## src/rtl/sss_pkg.sv

```systemverilog
package sss_pkg;

  // Decoded serial events, all in the system-clock domain.
  typedef struct packed {
    logic act;   // select is low (synchronised)
    logic fall;  // falling edge of the frame clock (includes select-fall case)
    logic rise;  // rising edge of the frame clock
    logic din;   // synchronised serial input, aligned with the clock events
  } ser_evt_t;

endpackage

```

## src/rtl/sss_edge_detect.sv

```systemverilog
module sss_edge_detect
  import sss_pkg::*;
#(
  parameter int SYNC_STAGES = 2
) (
  input  logic     clk,
  input  logic     rst_n,
  input  logic     cs_n,
  input  logic     sclk,
  input  logic     din,
  output ser_evt_t evt
);

  localparam int LAST = SYNC_STAGES - 1;

  logic [SYNC_STAGES-1:0] cs_sync, sclk_sync, din_sync;
  logic                   cs_prev, sclk_prev;
  logic                   cs_s, sclk_s, cs_fell;

  always_ff @(posedge clk or negedge rst_n) begin
    if (!rst_n) begin
      cs_sync   <= '1;
      sclk_sync <= '0;
      din_sync  <= '0;
      cs_prev   <= 1'b1;
      sclk_prev <= 1'b0;
    end else begin
      cs_sync   <= {cs_sync[SYNC_STAGES-2:0], cs_n};
      sclk_sync <= {sclk_sync[SYNC_STAGES-2:0], sclk};
      din_sync  <= {din_sync[SYNC_STAGES-2:0], din};
      cs_prev   <= cs_sync[LAST];
      sclk_prev <= sclk_sync[LAST];
    end
  end

  always_comb begin
    cs_s     = cs_sync[LAST];
    sclk_s   = sclk_sync[LAST];
    cs_fell  = cs_prev & ~cs_s;
    evt.act  = ~cs_s;
    // A select fall with the clock low stands in for the first falling edge.
    evt.fall = ~cs_s & ((sclk_prev & ~sclk_s) | (cs_fell & ~sclk_s));
    evt.rise = ~cs_s & ~cs_fell & ~sclk_prev & sclk_s;
    evt.din  = din_sync[LAST];
  end

endmodule

```

## src/rtl/sss_cmd_reg.sv

```systemverilog
module sss_cmd_reg #(
  parameter int FRAME_LEN = 16,
  parameter int CMD_W     = 8,
  parameter int ADDR_LSB  = 3,
  parameter int ADDR_W    = 3
) (
  input  logic              clk,
  input  logic              rst_n,
  input  logic              act,
  input  logic              rise,
  input  logic              din,
  output logic [ADDR_W-1:0] addr
);

  localparam int CNT_W    = $clog2(FRAME_LEN);
  // Rise index (0-based) at which the field's top and bottom bits arrive.
  localparam int FIRST_RI = CMD_W - 1 - (ADDR_LSB + ADDR_W - 1);
  localparam int LAST_RI  = CMD_W - 1 - ADDR_LSB;

  logic [CNT_W-1:0]  rcnt_q, rcnt_n;
  logic [ADDR_W-1:0] shr_q, shr_n;
  logic [ADDR_W-1:0] addr_q, addr_n;
  logic              in_field;

  always_comb begin
    in_field = (rcnt_q >= CNT_W'(FIRST_RI)) && (rcnt_q <= CNT_W'(LAST_RI));
    rcnt_n   = rcnt_q;
    shr_n    = shr_q;
    addr_n   = addr_q;
    if (!act) begin
      rcnt_n = '0;
    end else if (rise) begin
      if (in_field) shr_n = {shr_q[ADDR_W-2:0], din};
      if (rcnt_q == CNT_W'(CMD_W - 1)) addr_n = shr_n;
      rcnt_n = (rcnt_q == CNT_W'(FRAME_LEN - 1)) ? '0 : rcnt_q + 1'b1;
    end
  end

  always_ff @(posedge clk or negedge rst_n) begin
    if (!rst_n) begin
      rcnt_q <= '0;
      shr_q  <= '0;
      addr_q <= '0;
    end else begin
      rcnt_q <= rcnt_n;
      shr_q  <= shr_n;
      addr_q <= addr_n;
    end
  end

  assign addr = addr_q;

endmodule

```

## src/rtl/sss_conv_seq.sv

```systemverilog
module sss_conv_seq #(
  parameter int FRAME_LEN  = 16,
  parameter int DATA_W     = 12,
  parameter int NUM_INPUTS = 7,
  parameter int ADDR_W     = 3,
  parameter int HOLD_FALL  = 4
) (
  input  logic                         clk,
  input  logic                         rst_n,
  input  logic                         act,
  input  logic                         fall,
  input  logic [ADDR_W-1:0]            addr,
  input  logic [NUM_INPUTS*DATA_W-1:0] chan_data,
  output logic                         dout,
  output logic                         dout_oe,
  output logic                         smp_strobe,
  output logic [ADDR_W-1:0]            smp_chan
);

  localparam int CNT_W = $clog2(FRAME_LEN);
  localparam int LEAD  = FRAME_LEN - DATA_W;

  logic [CNT_W-1:0]  fcnt_q, fcnt_n;
  logic [DATA_W-1:0] shf_q, shf_n;
  logic [DATA_W-1:0] sel_word;
  logic [ADDR_W-1:0] chan_q, chan_n;
  logic              dout_q, dout_n;
  logic              oe_q, oe_n;
  logic              stb_q, stb_n;

  // Channel mux: codes beyond the last input read as ground (zero).
  always_comb begin
    sel_word = '0;
    for (int k = 0; k < NUM_INPUTS; k++) begin
      if (addr == ADDR_W'(k)) sel_word = chan_data[k*DATA_W +: DATA_W];
    end
  end

  always_comb begin
    fcnt_n = fcnt_q;
    shf_n  = shf_q;
    chan_n = chan_q;
    dout_n = dout_q;
    oe_n   = act;
    stb_n  = 1'b0;
    if (!act) begin
      fcnt_n = '0;
      dout_n = 1'b0;
    end else if (fall) begin
      if (fcnt_q < CNT_W'(LEAD)) begin
        dout_n = 1'b0;
      end else begin
        dout_n = shf_q[DATA_W-1];
        shf_n  = {shf_q[DATA_W-2:0], 1'b0};
      end
      if (fcnt_q == CNT_W'(HOLD_FALL - 1)) begin
        shf_n  = sel_word;
        chan_n = addr;
        stb_n  = 1'b1;
      end
      fcnt_n = (fcnt_q == CNT_W'(FRAME_LEN - 1)) ? '0 : fcnt_q + 1'b1;
    end
  end

  always_ff @(posedge clk or negedge rst_n) begin
    if (!rst_n) begin
      fcnt_q <= '0;
      shf_q  <= '0;
      chan_q <= '0;
      dout_q <= 1'b0;
      oe_q   <= 1'b0;
      stb_q  <= 1'b0;
    end else begin
      fcnt_q <= fcnt_n;
      shf_q  <= shf_n;
      chan_q <= chan_n;
      dout_q <= dout_n;
      oe_q   <= oe_n;
      stb_q  <= stb_n;
    end
  end

  assign dout       = dout_q;
  assign dout_oe    = oe_q;
  assign smp_strobe = stb_q;
  assign smp_chan   = chan_q;

endmodule

```

## src/rtl/sar_serial_slave.sv

```systemverilog
module sar_serial_slave
  import sss_pkg::*;
#(
  parameter int DATA_W      = 12,
  parameter int FRAME_LEN   = 16,
  parameter int NUM_INPUTS  = 7,
  parameter int CMD_W       = 8,
  parameter int ADDR_LSB    = 3,
  parameter int ADDR_W      = 3,
  parameter int HOLD_FALL   = 4,
  parameter int SYNC_STAGES = 2
) (
  input  logic                         clk,
  input  logic                         rst_n,
  input  logic                         cs_n,
  input  logic                         sclk,
  input  logic                         din,
  input  logic [NUM_INPUTS*DATA_W-1:0] chan_data,
  output logic                         dout,
  output logic                         dout_oe,
  output logic                         smp_strobe,
  output logic [ADDR_W-1:0]            smp_chan
);

  logic [1:0]        rst_pipe;
  logic              rst_sync_n;
  ser_evt_t          evt;
  logic [ADDR_W-1:0] cur_addr;

  // Reset asserts at once and releases on a clock edge.
  always_ff @(posedge clk or negedge rst_n) begin
    if (!rst_n) rst_pipe <= 2'b00;
    else        rst_pipe <= {rst_pipe[0], 1'b1};
  end
  assign rst_sync_n = rst_pipe[1];

  sss_edge_detect #(.SYNC_STAGES(SYNC_STAGES)) u_edge (
    .clk   (clk),
    .rst_n (rst_sync_n),
    .cs_n  (cs_n),
    .sclk  (sclk),
    .din   (din),
    .evt   (evt)
  );

  sss_cmd_reg #(
    .FRAME_LEN (FRAME_LEN),
    .CMD_W     (CMD_W),
    .ADDR_LSB  (ADDR_LSB),
    .ADDR_W    (ADDR_W)
  ) u_cmd (
    .clk   (clk),
    .rst_n (rst_sync_n),
    .act   (evt.act),
    .rise  (evt.rise),
    .din   (evt.din),
    .addr  (cur_addr)
  );

  sss_conv_seq #(
    .FRAME_LEN  (FRAME_LEN),
    .DATA_W     (DATA_W),
    .NUM_INPUTS (NUM_INPUTS),
    .ADDR_W     (ADDR_W),
    .HOLD_FALL  (HOLD_FALL)
  ) u_seq (
    .clk        (clk),
    .rst_n      (rst_sync_n),
    .act        (evt.act),
    .fall       (evt.fall),
    .addr       (cur_addr),
    .chan_data  (chan_data),
    .dout       (dout),
    .dout_oe    (dout_oe),
    .smp_strobe (smp_strobe),
    .smp_chan   (smp_chan)
  );

endmodule

```

## config.mk

```make
export PLATFORM = sky130hd
export DESIGN_NAME = sar_serial_slave
export DESIGN_NICKNAME = d
export VERILOG_FILES = /design/src/rtl/sss_pkg.sv /design/src/rtl/sss_edge_detect.sv /design/src/rtl/sss_cmd_reg.sv /design/src/rtl/sss_conv_seq.sv /design/src/rtl/sar_serial_slave.sv
export SDC_FILE = /design/constraint.sdc
export NUM_CORES = 1
export LEC_CHECK = 0
export BUFFER_PORTS_ARGS = -buffer_cell sky130_fd_sc_hd__buf_2
export CAP_MARGIN = 20
export CORE_ASPECT_RATIO = 1.4
export CORE_UTILIZATION = 49
export CTS_BUF_LIST = sky130_fd_sc_hd__clkbuf_16
export DETAILED_ROUTE_END_ITERATION = 12
export GPL_ROUTABILITY_DRIVEN = 0
export GPL_TIMING_DRIVEN = 1
export PLACE_DENSITY = 0.8
export SKIP_LAST_GASP = 1
export SLEW_MARGIN = 20
export SYNTH_ARGS = -nofsm -noshare
export SYNTH_HDL_FRONTEND = slang
export SYNTH_SLANG_ARGS = --single-unit
```

## constraint.sdc

```tcl
create_clock -name clk -period 1.5 [get_ports clk]
set_input_delay 0.375 -clock clk [delete_from_list [all_inputs] [get_ports clk]]
set_output_delay 0.375 -clock clk [all_outputs]
set_load 0.02 [all_outputs]
```

; Word level (Yosys, flattened, before mapping)
; Cells that the tools add are included.
[op_classes]
add_sub_neg = 2
magnitude_cmp = 3
n_eq_ne = 11
n_mux = 22
bitwise_logic = 12
n_reduce_logical = 8
[ops]
columns = cell, count
row1 = 12-bit 2-to-1 mux, 9
row2 = 4-bit 2-to-1 mux, 6
row3 = "3-bit == test, second input constant", 3
row4 = 3-bit AND reduction, 3
row5 = "4-bit by 1-bit adder with 4-bit output, second input constant", 2
row6 = "4-bit == test, second input constant", 2
row7 = 1-bit bitwise AND, 7
row8 = "3-bit by 2-bit == test with 1-bit output, second input constant", 2
row9 = 1-bit 2-to-1 mux, 6
row10 = "4-bit by 2-bit == test with 1-bit output, second input constant", 1
row11 = "4-bit by 3-bit == test with 1-bit output, second input constant", 1
row12 = "4-bit by 2-bit >= comparator with 1-bit output, second input constant", 1
row13 = "4-bit by 3-bit <= comparator with 1-bit output, second input constant", 1
row14 = "4-bit by 3-bit < comparator with 1-bit output, second input constant", 1
row15 = 1-bit NOT, 4
row16 = 2-bit nonzero test, 2
row17 = "3-bit by 1-bit == test with 1-bit output, second input constant", 1
row18 = 3-bit logical NOT, 1
row19 = 3-bit 2-to-1 mux, 1
row20 = "2-bit != test, second input constant", 1
row21 = 2-bit AND reduction, 1
row22 = 1-bit logical AND, 1
row23 = 1-bit OR, 1
[word_totals]
ff_bits = 42
output_inout_bits = 6

; Depth between registers and ports, before layout
; Gate-level depths: netlist (run 1).
[depth]
word_depth = 9
depth_mapped = 7
ltp_nobuf = 6

; Modules after synthesis
; From an unflattened synthesis (run 1), not the netlist that was laid out.
[hier_totals]
cells_unflattened = 228
area_unflattened_um2 = 2592.5
[by_module_without_submodules]
columns = module, n_inst, cells_per_inst, area_per_inst_um2
row1 = sss_conv_seq, 1, 161, 1749.2
row2 = sss_cmd_reg, 1, 51, 556.8
row3 = sss_edge_detect, 1, 13, 232.7
row4 = sar_serial_slave, 1, 3, 53.8

; Least setup slack after synthesis (run 1)
; OpenSTA, ideal clock, no wires.
[synth_timing]
path_kind = reg2reg
from = register u_cmd.rcnt_q[0]
to = register u_cmd.shr_q[0]
t_arrival_ns = 1.623
setup_slack_ns = -0.251
path_stages_with_launch = 5
cell_sequence = dfrtp_1 or3b_1 a21oi_4 nor3b_4 mux2_1
[synth_via]
elab_chain_len = 3
word_cells_on_any_way = 4
[synth_rtl]
columns = element, line_no
row1 = start: declaration, sss_cmd_reg.sv:20  ; logic [CNT_W-1:0] rcnt_q, rcnt_n;
row2 = start signal: assignment, sss_cmd_reg.sv:45  ; rcnt_q <= rcnt_n;
row3 = 4-bit by 2-bit >= comparator with 1-bit output or 4-bit by 3-bit <= comparator with 1-bit output (tied branches), sss_cmd_reg.sv:26  ; in_field = (rcnt_q >= CNT_W'(FIRST_RI)) && (rcnt_q <= CNT_W'(LAST_RI));
row4 = 1-bit logical AND *, sss_cmd_reg.sv:26
row5 = 3-bit 2-to-1 mux *, sss_cmd_reg.sv:33  ; if (in_field) shr_n = {shr_q[ADDR_W-2:0], din};
row6 = end signal: assignment, sss_cmd_reg.sv:46  ; shr_q <= shr_n;
row7 = end: declaration, sss_cmd_reg.sv:21  ; logic [ADDR_W-1:0] shr_q, shr_n;
; Every way passes the cells marked *; elsewhere a longest branch is shown, timed or not.
; A chain may end at the register's enable or synchronous reset.

; Worst setup path in the final report (run 1)
[layout_timing]
from = register u_cmd.rcnt_q[2]
to = register u_cmd.shr_q[1]
; The elaborated chain is that of the path after synthesis.

==> results of run 1 <==
timing repair:
item / 4_1_cts / 5_1_grt
gates resized for setup: 31 / 21
pin swaps: 7 / 9
gates cloned: 1 / 0
hold buffers: 1 / 0
endpoints found under the hold margin: 2 / 0
endpoints found under the setup margin: 20 / 25
setup buffers: 3 / 5
area by class of cell:
type	instances	area (µm²)
multi-input cells	196	1420
clock buffers	5	125
clock inverters	3	68.8
inverters	15	56.3
repair buffers	128	816
fillers	327	1220
well taps	64	80.1
flip-flops and latches	42	1060
power breakdown:
part	switching [µW]	internal, µW
registers	41.1	1180
logic	139	177
clock network	468	957
worst max-delay path by stage:
stage / to / depth (start not counted)
after global routing: u_cmd.shr_q[0]$_DFFE_PN0P_ / 4
after global placement: u_seq.shf_q[3]$_DFFE_PN0P_ / 4
final: u_cmd.shr_q[1]$_DFFE_PN0P_ / 4
after CTS: u_cmd.shr_q[0]$_DFFE_PN0P_ / 4
after floorplan: u_cmd.shr_q[0]$_DFFE_PN0P_ / 4
after detailed placement: u_seq.shf_q[11]$_DFFE_PN0P_ / 4
layout by cell type, fill, tap and decap left out, types with 9 or more instances in the layout:
cell | synthesis | layout
o21ai_1 | 17 | 19
o21ai_0 | 18 | 11
o32ai_1 | 11 | 11
buf_4 | 0 | 20
buf_2 | 4 | 94
nor2_1 | 31 | 30
nand2_1 | 22 | 21
a21oi_1 | 12 | 9
mux2i_1 | 15 | 14
a211oi_1 | 11 | 11
inv_1 | 15 | 15
nand3b_1 | 14 | 14
dfrtp_1 | 39 | 38
worst max-delay path, delay by kind of cell, from the launching register on:
| family | cells | cell delay, ps |
|---|---|---|
| AND/OR/NAND/NOR | 2 | 670 |
| flip-flops | 1 | 400 |
| multiplexers | 1 | 350 |
| AO/OA/AOI/OAI | 1 | 130 |
sequential cells by signal, indices dropped and copies added, names as in the netlist:
register,cells
u_edge.din_sync,2
u_edge.cs_prev,1
u_seq.fcnt_q,4
rst_pipe,2
u_seq.dout_oe,1
u_cmd.rcnt_q,4
u_edge.sclk_prev,1
u_edge.sclk_sync,2
u_edge.cs_sync,2
u_seq.smp_strobe,1
u_cmd.addr,3
u_seq.dout,1
u_seq.shf_q,12
u_seq.smp_chan,3
u_cmd.shr_q,3
routing by layer:
| layer | track usage | up-vias | wire length, µm |
|---|---|---|---|
| met2 | 0.500 | 114 | 3920 |
| met3 | 0.0487 | 28 | 416 |
| met5 | 0 | - | 0 |
| li1 | - | 1210 | - |
| met4 | 0.140 | 0 | 272 |
| met1 | 0.292 | 1205 | 2510 |
logic make-up after synthesis:
| kind of cell | after synthesis | synth area share |
|---|---|---|
| AO/OA/AOI/OAI | 89 | 0.234 |
| XOR/XNOR | 2 | 0.00706 |
| adder cells (fa/ha/maj) | 3 | 0.0151 |
| buffers and inverters | 37 | 0.0580 |
| flip-flops | 42 | 0.425 |
| multiplexers | 22 | 0.0969 |
| other | 1 | 0.00151 |
| AND/OR/NAND/NOR | 79 | 0.162 |
stage by stage:
step | instance area [µm²] | power, µW
floorplan | 2490 | 1340
global placement | 3180 | 1510
detailed placement | 3180 | 1520
CTS | 3520 | 2960
global route | 3620 | 3060
finish | 3620 | 2970
==> flow_summary.yaml, run 1 <==
global_routing:
  grt_pass1_wl_mm: 11.2
  grt_max_degree: 41
  grt_overflow_total: 0
  grt_pass1_vias: 2529
  grt_usage: 0.270
  antenna_found_initial: 0
logic_synthesis:
  syn_area_per_cell_um2: 9.02
  yosysTopAreaCell: "dfrtp_1"
  yosysSeqAreaShare: 0.425
  synth_edf_count: 0
  syn_inst: 275
  ys_ff_latch: 42
  synthArstFlopShare: 1.00
  synth_ff_type: "dfrtp_1"
  yosysWarnings: 0
  ys_top_cells_by_area: "dfrtp_1, mux2i_1, nor2_1"
  synth_top_area_frac: 0.394
  synth_cell_type_count: 39
  yosysMostFrequentCell: "dfrtp_1"
  syn_area_um2: 2480
  syn_nets: 367
  ys_top_cells_by_count: "dfrtp_1, nor2_1, nand2_1"
sta:
  clock_skew_ps: 5.88
  finalHoldViolations: 0
  slew_viol_final: 0
  fin_crit_sh: 1.11
  whs_ps: 100
  finalCriticalPeriod_ps: 1670
  rsz0062_at_grt: "true"
  setup_viol_count_final: 19
  setup_tns_ps: -1210
  timing.fmax_mhz: 598
  setup_ws_ps: -172
worst_setup_path:
  r2r-start: "u_cmd.rcnt_q[2]$_DFFE_PN0P_"
  worstSetupStartpoint: "u_cmd.rcnt_q[2]$_DFFE_PN0P_"
  max_stage_delay_ps: 410
  critPathSlowestCell: "or3b_4"
  crit_chain: "or3b_4, a21oi_4, nor3b_4, mux2_1"
  r2r-end: "u_cmd.shr_q[1]$_DFFE_PN0P_"
  cp-start-kind: "register"
  arrival_ps: 1840
  critPathKind: "register to register"
  crit_fanout: 4
  worstSetupEndpointType: "register"
  rrSetupSlack_ps: -170
  reg2reg_depth: 4
  worst_ep_required_time_ps: 1670
pwr:
  p_leak_uw: 0.00160
  powerDensity_nw_per_um2: 818
  ir_drop_uv: 512
die:
  die_height_um: 86.2
  rows: 30
  start_util: 0.512
  die_x_um: 62.1
  core_region_area_um2: 4840
  die_area_um2: 5350
  num_io_pins: 95
detailed_routing:
  drtAntennaViolNets: 0
  wl_per_cell_um: 15.7
  first_iter_violations: 140
  wirelength_mm: 7.12
  vias_per_cell: 5.64
  dr.pass1.iters: 4
  vias: 2557
  drc_errors: 0
layout:
  antennaDiodeCount: 0
  nNetsFinal: 480
  utilization: 0.749
  drive_above_1_share: 0.437
  area_growth_pct: 46.2
  layoutNonFillerInstCount: 453
place:
  io_buffers: 94
  dp_cells: 437
  pre_cts_slack_ps: -500
  hpwl_mm: 4.69
clock_network:
  numCtsBuffers: 5
  numClockSinks: 42
  htree_num_levels: 2
  root_buffer: "clkbuf_16"
  cts_tree: "built"
  cts_buffer_depth: 2
  clock_latency_ps: 290
  cts.clk_slew.worst_paths_ps: 60
worst_hold_path:
  hold_class: "register to asynchronous set/reset pin"
outcome:
  violations: "negative setup slack"
  outcome: "complete, but fails checks"
job:
  cap_viol_max_count: 0
Note: power is estimated with default switching activity, not from simulation.
==> inputs of run 2 (changes only) <==
--- a/config.mk
+++ b/config.mk
@@ -5,10 +5,11 @@
 export SDC_FILE = /design/constraint.sdc
 export NUM_CORES = 1
 export LEC_CHECK = 0
+export ABC_AREA = 1
 export BUFFER_PORTS_ARGS = -buffer_cell sky130_fd_sc_hd__buf_2
 export CAP_MARGIN = 20
 export CORE_ASPECT_RATIO = 1.4
-export CORE_UTILIZATION = 49
+export CORE_UTILIZATION = 50
 export CTS_BUF_LIST = sky130_fd_sc_hd__clkbuf_16
 export DETAILED_ROUTE_END_ITERATION = 12
 export GPL_ROUTABILITY_DRIVEN = 0
==> flow_summary.yaml, run 2 <==
outcome:
  outcome: "completed"
worst_setup_path:
  worstSetupEndpointType: "register"
  worst_ep_required_time_ps: 1670
  path_buf_inv: 2
  r2r-end: "u_cmd.addr[2]$_DFFE_PN0P_"
  path_depth: 6
  cp-start-kind: "register"
  critPathKind: "register to register"
  rrSetupSlack_ps: 9
  arrival_ps: 1660
  crit_fanout: 6
  critPathSlowestCell: "o211ai_1"
  reg2reg_depth: 6
  r2r-start: "u_cmd.rcnt_q[0]$_DFFE_PN0P_"
  crit_chain: "inv_2, buf_6, o211ai_1, nor2_1, a21oi_1, o21ai_0"
  crit_family: "compound AO/OA/AOI/OAI gates"
  max_stage_delay_ps: 450
job:
  cap_viol_max_count: 0
detailed_routing:
  first_iter_violations: 214
  vias: 2977
  wl_per_cell_um: 12.7
  drc_errors: 0
  wirelength_mm: 7.42
  dr.pass1.iters: 5
  drtAntennaViolNets: 0
  vias_per_cell: 5.10
sta:
  clock_skew_ps: 7.21
  finalCriticalPeriod_ps: 1490
  fin_crit_sh: 0.994
  slew_viol_final: 0
  finalHoldViolations: 0
  setup_viol_count_final: 0
  rsz0062_at_grt: "true"
  tightest_slew_ps: 535
  slew-limit-headroom: 0.642
  timing.fmax_mhz: 671
logic_synthesis:
  syn_area_per_cell_um2: 6.56
  syn_inst: 407
  synth_ff_type: "dfrtp_1"
  synth_edf_count: 0
  syn_area_um2: 2670
  yosysSeqAreaShare: 0.395
  synth_cell_type_count: 27
  yosysTopAreaCell: "dfrtp_1"
  ys_top_cells_by_count: "nand2_1, nor2_1, inv_1"
  syn_nets: 499
  yosysMostFrequentCell: "nand2_1"
  synthArstFlopShare: 1.00
  synth_top_area_frac: 0.366
  ys_top_cells_by_area: "dfrtp_1, nand2_1, nor2_1"
  ys_ff_latch: 42
  yosysWarnings: 0
layout:
  largest_reg_flops: 12
  design_area_um2: 3580
  regMostFlops: "u_seq.shf_q"
  reg_top3: "u_seq.shf_q: 12 flops, u_cmd.rcnt_q: 4 flops, u_seq.fcnt_q: 4 flops"
  utilization: 0.695
  final_common_cell: "nand2_1"
  nNetsFinal: 609
  antennaDiodeCount: 0
  area_growth_pct: 34.3
  drive_above_1_share: 0.297
  final_cell_mix: "nand2_1, buf_2, nor2_1"
place:
  hpwl_mm: 5.35
  placed_area_um2: 3280
  io_buffers: 94
pwr:
  ir_drop_uv: 898
  powerDensity_nw_per_um2: 770
  p_leak_uw: 0.00198
  power_uw: 2760
global_routing:
  grt_usage: 0.260
  grt_max_degree: 41
  grt_pass1_wl_mm: 11.4
  grt_overflow_total: 0
  antenna_found_initial: 0
  grt_pass1_vias: 2648
die:
  num_io_pins: 95
  die_area_um2: 5640
  start_util: 0.517
  core_region_area_um2: 5160
  die_height_um: 88.4
  rows: 31
  die_x_um: 63.7
clock_network:
  numCtsBuffers: 5
  numClockSinks: 42
  cts.clk_slew.worst_paths_ps: 60
  cts_tree: "built"
  htree_num_levels: 2
  cts_buffer_depth: 2
  clock_latency_ps: 280
  root_buffer: "clkbuf_16"
worst_hold_path:
  whs_path_depth: 1
  min_from: "cs_n"
  hold_class: "input pin to register"
  hold_end: "u_edge.cs_sync[0]$_DFF_PN1_"
[run 2: changes by cell type after synthesis, sizes merged, moves of 24 or more]
cell   change
nand3     +33
nor2      +45
nand2     +77
inv       +50
nand4     +24
[run 2: routing by layer]
metal,global-route usage,up-vias,wire (µm)
met5,0,-,0
met4,0.0744,0,112
met3,0.0464,10,413
met2,0.472,104,3880
met1,0.315,1366,3010
li1,-,1497,-
[run 2: cell type report]
class                   instances  area, µm²
clock buffers                   5        125
clock inverters                 3       48.8
fillers                       436       1580
inverters                      65        244
multi-input cells             281       1330
flip-flops and latches         42       1060
well taps                      66       82.6
repair buffers                122        698
[run 2: worst max-delay path by stage]
stage	to	slack, ps	start
after floorplan	u_seq.shf_q[10]$_DFFE_PN0P_	70	u_edge.cs_prev$_DFF_PN1_
after global placement	u_seq.shf_q[4]$_DFFE_PN0P_	40	u_edge.cs_prev$_DFF_PN1_
final	u_cmd.addr[2]$_DFFE_PN0P_	9	u_cmd.rcnt_q[0]$_DFFE_PN0P_
after CTS	u_seq.shf_q[9]$_DFFE_PN0P_	20	u_edge.cs_prev$_DFF_PN1_
after global routing	u_cmd.addr[2]$_DFFE_PN0P_	-90	u_cmd.rcnt_q[0]$_DFFE_PN0P_
after detailed placement	u_seq.shf_q[9]$_DFFE_PN0P_	-10	u_edge.cs_prev$_DFF_PN1_
[run 2: repair_timing]
action / 4_1_cts / 5_1_grt
cloned: 0 / 0
buffers inserted: 0 / 7
endpoints found under the setup margin: 15 / 22
gates resized for setup: 1 / 27
pin swaps: 0 / 4
hold endpoints to repair: 2 / 0
hold buffers: 1 / 0
[run 2: power breakdown]
part           switching [µW]  internal [µW]  total [µW]
sequential               21.6           1170        1200
clock                     452            796        1250
combinational             160            155         315
total                     634           2120        2760
[run 2: kinds of logic after synthesis]
kind of cell / share of synthesized area
AO/OA/AOI/OAI: 0.0769
XOR/XNOR: 0.00328
adder cells (fa/ha/maj): 0.0141
buffers and inverters: 0.127
flip-flops: 0.395
other: 0.00141
AND/OR/NAND/NOR: 0.382
[run 2: stage by stage]
stage / TNS (ps) / std cells / setup slack [ps] / hold WS (ps)
6_report: 0 / 584 / 8.88 / 182
5_1_grt: -649 / 584 / -92.0 / 173
4_1_cts: 0 / 577 / 19.1 / 180
3_5_place_dp: -28.0 / 568 / -14.7 / 162
3_3_place_gp: 0 / 568 / 40.4 / 160
2_1_floorplan: 0 / 407 / 72.3 / 79.4
